**src/rtl/isqrt_pkg.sv**
```systemverilog
package isqrt_pkg;
  typedef enum logic [1:0] {
    PH_IDLE  = 2'd0,
    PH_TRIAL = 2'd1,
    PH_LAST  = 2'd2
  } phase_e;
endpackage

```
**src/rtl/isqrt_step.sv**
```systemverilog
// One restoring iteration: trial subtract, set bit, shift, append 01.
module isqrt_step #(
  parameter int ROOT_W = 16
) (
  input  logic [ROOT_W-1:0] rem_hi,
  input  logic [ROOT_W-1:0] rem_lo,
  input  logic [ROOT_W-1:0] trial,
  input  logic [ROOT_W-1:0] mask,
  input  logic              force_set,
  output logic [ROOT_W-1:0] nxt_hi,
  output logic [ROOT_W-1:0] nxt_lo,
  output logic [ROOT_W-1:0] nxt_trial,
  output logic [ROOT_W-1:0] nxt_mask,
  output logic              carry_top,
  output logic              last_step
);
  logic [ROOT_W:0]   diff;
  logic              accept;
  logic [ROOT_W-1:0] kept;
  logic [ROOT_W-1:0] with_bit;

  always_comb begin
    diff      = {1'b0, rem_hi} - {1'b0, trial};
    // A set carry from the previous shift guarantees no borrow.
    accept    = force_set | ~diff[ROOT_W];
    kept      = accept ? diff[ROOT_W-1:0] : rem_hi;
    with_bit  = accept ? (trial | mask) : trial;
    {carry_top, nxt_hi, nxt_lo} = {kept, rem_lo, 1'b0};
    nxt_mask  = mask >> 1;
    // Move the 01 tail one place down for the next trial.
    nxt_trial = with_bit ^ nxt_mask;
    last_step = mask[0];
  end
endmodule

```
**src/rtl/isqrt_final.sv**
```systemverilog
// Resolves the least significant root bit, whose trial is one bit wider.
module isqrt_final #(
  parameter int ROOT_W = 16
) (
  input  logic [ROOT_W-1:0] rem_hi,
  input  logic              next_bit,
  input  logic [ROOT_W-1:0] trial,
  input  logic              top_carry,
  output logic [ROOT_W-1:0] root_out
);
  logic [ROOT_W:0] diff;
  logic            borrow;
  logic            is_zero;
  logic            bit0;

  always_comb begin
    diff     = {1'b0, rem_hi} - {1'b0, trial};
    borrow   = diff[ROOT_W];
    is_zero  = (diff[ROOT_W-1:0] == '0);
    bit0     = top_carry | (~borrow & (~is_zero | next_bit));
    root_out = {trial[ROOT_W-1:1], bit0};
  end
endmodule

```
**src/rtl/isqrt_restoring.sv**
```systemverilog
module isqrt_restoring
  import isqrt_pkg::*;
#(
  parameter  int RAD_W  = 32,
  localparam int ROOT_W = RAD_W / 2
) (
  input  logic              clk,
  input  logic              rst_n,
  input  logic              start,
  input  logic [RAD_W-1:0]  radicand,
  output logic              done,
  output logic [ROOT_W-1:0] root
);
  localparam logic [ROOT_W-1:0] TRIAL_INIT = {2'b01, {(ROOT_W-2){1'b0}}};
  localparam logic [ROOT_W-1:0] MASK_INIT  = {2'b11, {(ROOT_W-2){1'b0}}};

  phase_e            state_q, state_d;
  logic [ROOT_W-1:0] hi_q, hi_d, lo_q, lo_d;
  logic [ROOT_W-1:0] trial_q, trial_d, mask_q, mask_d;
  logic              force_q, force_d;
  logic [ROOT_W-1:0] root_q;
  logic              done_q;
  logic              load_en, step_en, dp_en, fin_en;

  logic [ROOT_W-1:0] s_hi, s_lo, s_trial, s_mask;
  logic              s_carry, s_last;
  logic [ROOT_W-1:0] f_root;

  isqrt_step #(.ROOT_W(ROOT_W)) u_step (
    .rem_hi   (hi_q),
    .rem_lo   (lo_q),
    .trial    (trial_q),
    .mask     (mask_q),
    .force_set(force_q),
    .nxt_hi   (s_hi),
    .nxt_lo   (s_lo),
    .nxt_trial(s_trial),
    .nxt_mask (s_mask),
    .carry_top(s_carry),
    .last_step(s_last)
  );

  isqrt_final #(.ROOT_W(ROOT_W)) u_final (
    .rem_hi   (hi_q),
    .next_bit (lo_q[ROOT_W-1]),
    .trial    (trial_q),
    .top_carry(force_q),
    .root_out (f_root)
  );

  // Phase sequencing
  always_comb begin
    state_d = state_q;
    unique case (state_q)
      PH_IDLE:  if (start)  state_d = PH_TRIAL;
      PH_TRIAL: if (s_last) state_d = PH_LAST;
      PH_LAST:  state_d = PH_IDLE;
      default:  state_d = PH_IDLE;
    endcase
  end

  assign load_en = (state_q == PH_IDLE) && start;
  assign step_en = (state_q == PH_TRIAL);
  assign fin_en  = (state_q == PH_LAST);
  assign dp_en   = load_en | step_en;

  // Datapath next values
  always_comb begin
    if (load_en) begin
      hi_d    = radicand[RAD_W-1:ROOT_W];
      lo_d    = radicand[ROOT_W-1:0];
      trial_d = TRIAL_INIT;
      mask_d  = MASK_INIT;
      force_d = 1'b0;
    end else begin
      hi_d    = s_hi;
      lo_d    = s_lo;
      trial_d = s_trial;
      mask_d  = s_mask;
      force_d = s_carry;
    end
  end

  // Datapath registers: no reset, written only under enable
  always_ff @(posedge clk) begin
    if (dp_en) begin
      hi_q    <= hi_d;
      lo_q    <= lo_d;
      trial_q <= trial_d;
      mask_q  <= mask_d;
      force_q <= force_d;
    end
  end

  // Control and result registers
  always_ff @(posedge clk or negedge rst_n) begin
    if (!rst_n) begin
      state_q <= PH_IDLE;
      done_q  <= 1'b0;
      root_q  <= '0;
    end else begin
      state_q <= state_d;
      done_q  <= fin_en;
      if (fin_en) root_q <= f_root;
    end
  end

  assign done = done_q;
  assign root = root_q;
endmodule

```
**config.mk**
```make
export PLATFORM = sky130hd
export DESIGN_NAME = isqrt_restoring
export DESIGN_NICKNAME = d
export VERILOG_FILES = /design/src/rtl/isqrt_pkg.sv /design/src/rtl/isqrt_step.sv /design/src/rtl/isqrt_final.sv /design/src/rtl/isqrt_restoring.sv
export SDC_FILE = /design/constraint.sdc
export NUM_CORES = 1
export LEC_CHECK = 0
export BUFFER_PORTS_ARGS = -buffer_cell sky130_fd_sc_hd__clkbuf_2
export CORE_AREA = 2 2 104 106
export DETAILED_ROUTE_END_ITERATION = 10
export DIE_AREA = 0 0 106 108
export PLACE_DENSITY = 0.7
export SYNTH_ARGS = -nofsm -noshare
export SYNTH_HDL_FRONTEND = slang
export SYNTH_SLANG_ARGS = --single-unit
```
**constraint.sdc**
```tcl
create_clock -name clk -period 3.9 [get_ports clk]
set_clock_uncertainty 0.1 [all_clocks]
set_input_delay 0.195 -clock clk [delete_from_list [all_inputs] [get_ports clk]]
set_output_delay 0.195 -clock clk [all_outputs]
set_load 0.1 [all_outputs]
```
==> out/summary.md <==
The flow ran to the end, and the final reports show no timing, DRC or antenna violations. The tree built by TritonCTS fans out to 84 sinks. For this design the top-level I/O count stands at 52. For the total track usage, the log shows 22.66%. Leading register cell type out of synthesis: edfxtp_1.

The tools report the number of DRC markers in iteration 0 as 306. The floorplan has 37 rows. The number of enable-type register cells in the synthesized netlist is 65. Post-layout net count: 630. The height of the die is 108 um.

The path with the worst hold slack has its endpoint at hi_q[9]. The async set-or-reset flop fraction in the synthesized netlist was 22.62%; the clock latency reported for the late side of the worst-skew pair was 370 ps. The post-synthesis cell type with the largest combined area was edfxtp_1.

The global-route congestion overflow total is 0, and the max-slew headroom at the worst pin is 18.83%. Summing every instance area after synthesis gives 5049 um2. For the worst setup path, the data required time is 3920 ps.

For the count of warnings emitted by yosys, the log shows 0. The nature of the critical path endpoint was a flip-flop. For the pin with the worst max-slew slack, the measured transition is 1218 ps. The post-cts sizing count came out at 0. From synthesis to final layout, the design area changed by 13.14%.

The worst path in the final design needs a cycle of 3116 ps, including I/O delays and setup. Setup slack on the worst reg-to-reg path comes out at 780 ps. Summed over all nets, the half-perimeter wirelength after detailed placement is 8.289 mm. For this block, the via count after detailed routing is 4,166. Synthesis produced a netlist with a net count of 577. The critical setup path kind was reg -> reg. After detailed routing, the average wire length per cell comes to 17.02 um. Routability-driven placement finished with a final weighted congestion of 0.9079. TritonCTS built the clock tree. Timing would allow up to 0.3209 GHz.

nand2_1 is the most common cell in the netlist. Final clock period utilization by the worst path: 79.90%. Antenna diode count: 0. The data arrival time of the critical path came out at 3140 ps. The commonest cells after synthesis are nand2_1 (81), edfxtp_1 (65), nor2_1 (48), o21ai_0 (33), inv_1 (24). The global-route wire length before repair came out at 20.04 mm. Measured in cells, the most critical reg-to-reg path has a length of 9.

For the total wire length after detailed routing, the log shows 12.22 mm. Ranked by total cell area, the synthesized netlist is headed by edfxtp_1 (39%), dfrtp_1 (9.4%), nand2_1 (6.0%). For the count of max-cap constraint violations, the log shows 0.

The post-synthesis sequential area ratio was 48.08%. The element type at the critical path start is a flip-flop. For the number of max-slew violations in the final report, the log shows 0. The post-route netlist has 17.87% of its cells at a drive strength greater than 1. Setup repair after global routing left no endpoint under its margin.

The first TritonRoute pass finished after 5 iterations. The horizontal die dimension was 106 um; the number of H-tree levels was 3. The maximum number of pins on one net before global-route repair was 60. The number of global-route vias before repair was 4,033; the number of antenna violations at the first check in global routing was 0. Along the worst hold path, the cell count comes to 3. The average via count per standard cell works out to 5.802.

The run gives 2 as the maximum buffer depth of the clock tree. The tools report the launch instance of the worst register-to-register path as trial_q[0]. The endpoint of the worst-slack reg-to-reg timing path is trial_q[1]. TritonCTS created 9 clock buffers.

In this run the most critical hold path is launched from radicand[25]. Input and output buffers added on the ports amount to 51. In this run the worst hold path is classified as in -> reg.

The minimum setup slack after placement was 807.0 ps. After clock tree synthesis, the clock-pin slew on the worst setup and hold paths is 90 ps. The tools report the effective utilization at floorplan as 49.35%. In this run the worst path has a maximum fanout of 12. The tools report the count of final hold-check violations as 0. The root buffer cell chosen for the clock tree is clkbuf_8.

The start point of the critical path is trial_q[0]. Across all setup checks in the final design, the least slack found is 783.7 ps. Setup violations remaining at the end of the flow were counted as 0.

For the post-detailed-route count of antenna-violating nets, the log shows 0. Setup total negative slack on the finished layout was measured at 0 ps. The die footprint was 11,450 um2. The core region is 10,230 um2. Synthesis inferred 84 register bits. The number of standard cells after synthesis is 525.

The tools report the DRC violation count after routing as 0. The worst hold-check slack was 22.78 ps; the number of different library cells in the post-synthesis netlist was 62. Averaged over all synthesized cells, the footprint is 9.616 um2. Of the post-synthesis cell area, the dominant cell type holds 38.66%.
==> cell type report <==
| cell class | count | area (um2) |
|---|---|---|
| multi-input combinational | 387 | 2406 |
| clock buffer | 11 | 141.4 |
| tap | 136 | 170.2 |
| fill | 889 | 4519 |
| inverter | 25 | 93.84 |
| sequential | 84 | 2427 |
| timing repair buffer | 71 | 445.4 |
| clock inverter | 4 | 27.53 |
==> sequential cells by signal (all words and copies together), names as in the netlist <==
name and count:
force_q 1, hi_q 16, state_q 2, root 16, lo_q 16, mask_q 16
trial_q 16, done 1
==> how the worst max path moves through the flow <==
stage                       endpoint  slack, ps  cells past startpoint
after CTS                 trial_q[1]        790                      9
after floorplan              force_q        140                      2
after global placement       hi_q[4]        870                      9
final                     trial_q[1]        780                      9
after detailed placement  trial_q[1]        810                      9
after global routing         hi_q[1]        580                      9
==> layout by cell type, fill, tap and decap left out, types with 10 or more instances in the layout <==
cell           Yosys  final
dfrtp_1           19     19
dlygate4sd3_1      0     16
nor2_1            48     47
clkbuf_2           0     51
nand3_1           18     18
a21o_1            10     10
nor3_1            21     21
a21oi_1           22     21
and2_1            14     14
a31oi_1           16     16
nand2_1           81     80
o21ai_0           33     33
edfxtp_1          65     65
inv_1             24     24
or3_1             17     17
ha_1              16     16
clkbuf_8           0     10
==> what timing repair did <==
| action | 4_1_cts | 5_1_grt |
|---|---|---|
| hold buffers | 16 | 0 |
| setup endpoints to repair | 0 | 0 |
| buffers inserted | 0 | 0 |
| endpoints found under the hold margin | 34 | 0 |
==> kinds of logic (layout without fill, tap and decap cells) <==
group	count (synthesis)	in the layout	share of synthesized area, %
compound gates	130	130	18.22
xor+xnor	5	5	0.8676
fa+ha+maj	17	17	4.362
buf+inv	54	111	4.535
flops	84	84	48.08
mux	16	16	3.767
simple gates	219	219	20.17
==> critical path, stage by stage, from the launching register on <==
cell and delay (ps):
edfxtp_1 440, ha_1 240, fa_1 440, nor2b_4 160, o31ai_4 90, a211o_2 360
a21oi_4 220, o21ai_2 230, a21oi_1 230, mux2_2 360
==> per-stage QoR <==
| step | utilization [%] | instances | area (um2) |
|---|---|---|---|
| 2_1_floorplan | - | 525 | 5049 |
| 3_3_place_gp | 52.61 | 687 | 5383 |
| 3_5_place_dp | 52.61 | 687 | 5383 |
| 4_1_cts | 55.83 | 718 | 5712 |
| 5_1_grt | 55.83 | 718 | 5712 |
| 6_report | 55.83 | 718 | 5712 |
==> routing by layer <==
layer | vias up | wire length (um) | global-route usage [%]
met5 | - | 0 | 0
li1 | 2018 | - | -
met1 | 1955 | 5399 | 29.83
met3 | 24 | 758 | 4.581
met2 | 169 | 5764 | 36.45
met4 | 0 | 298 | 10.24
Power is left out: the tool's default activity adds up to more than one toggle a clock period on the data nets, which glitch-free logic cannot reach.
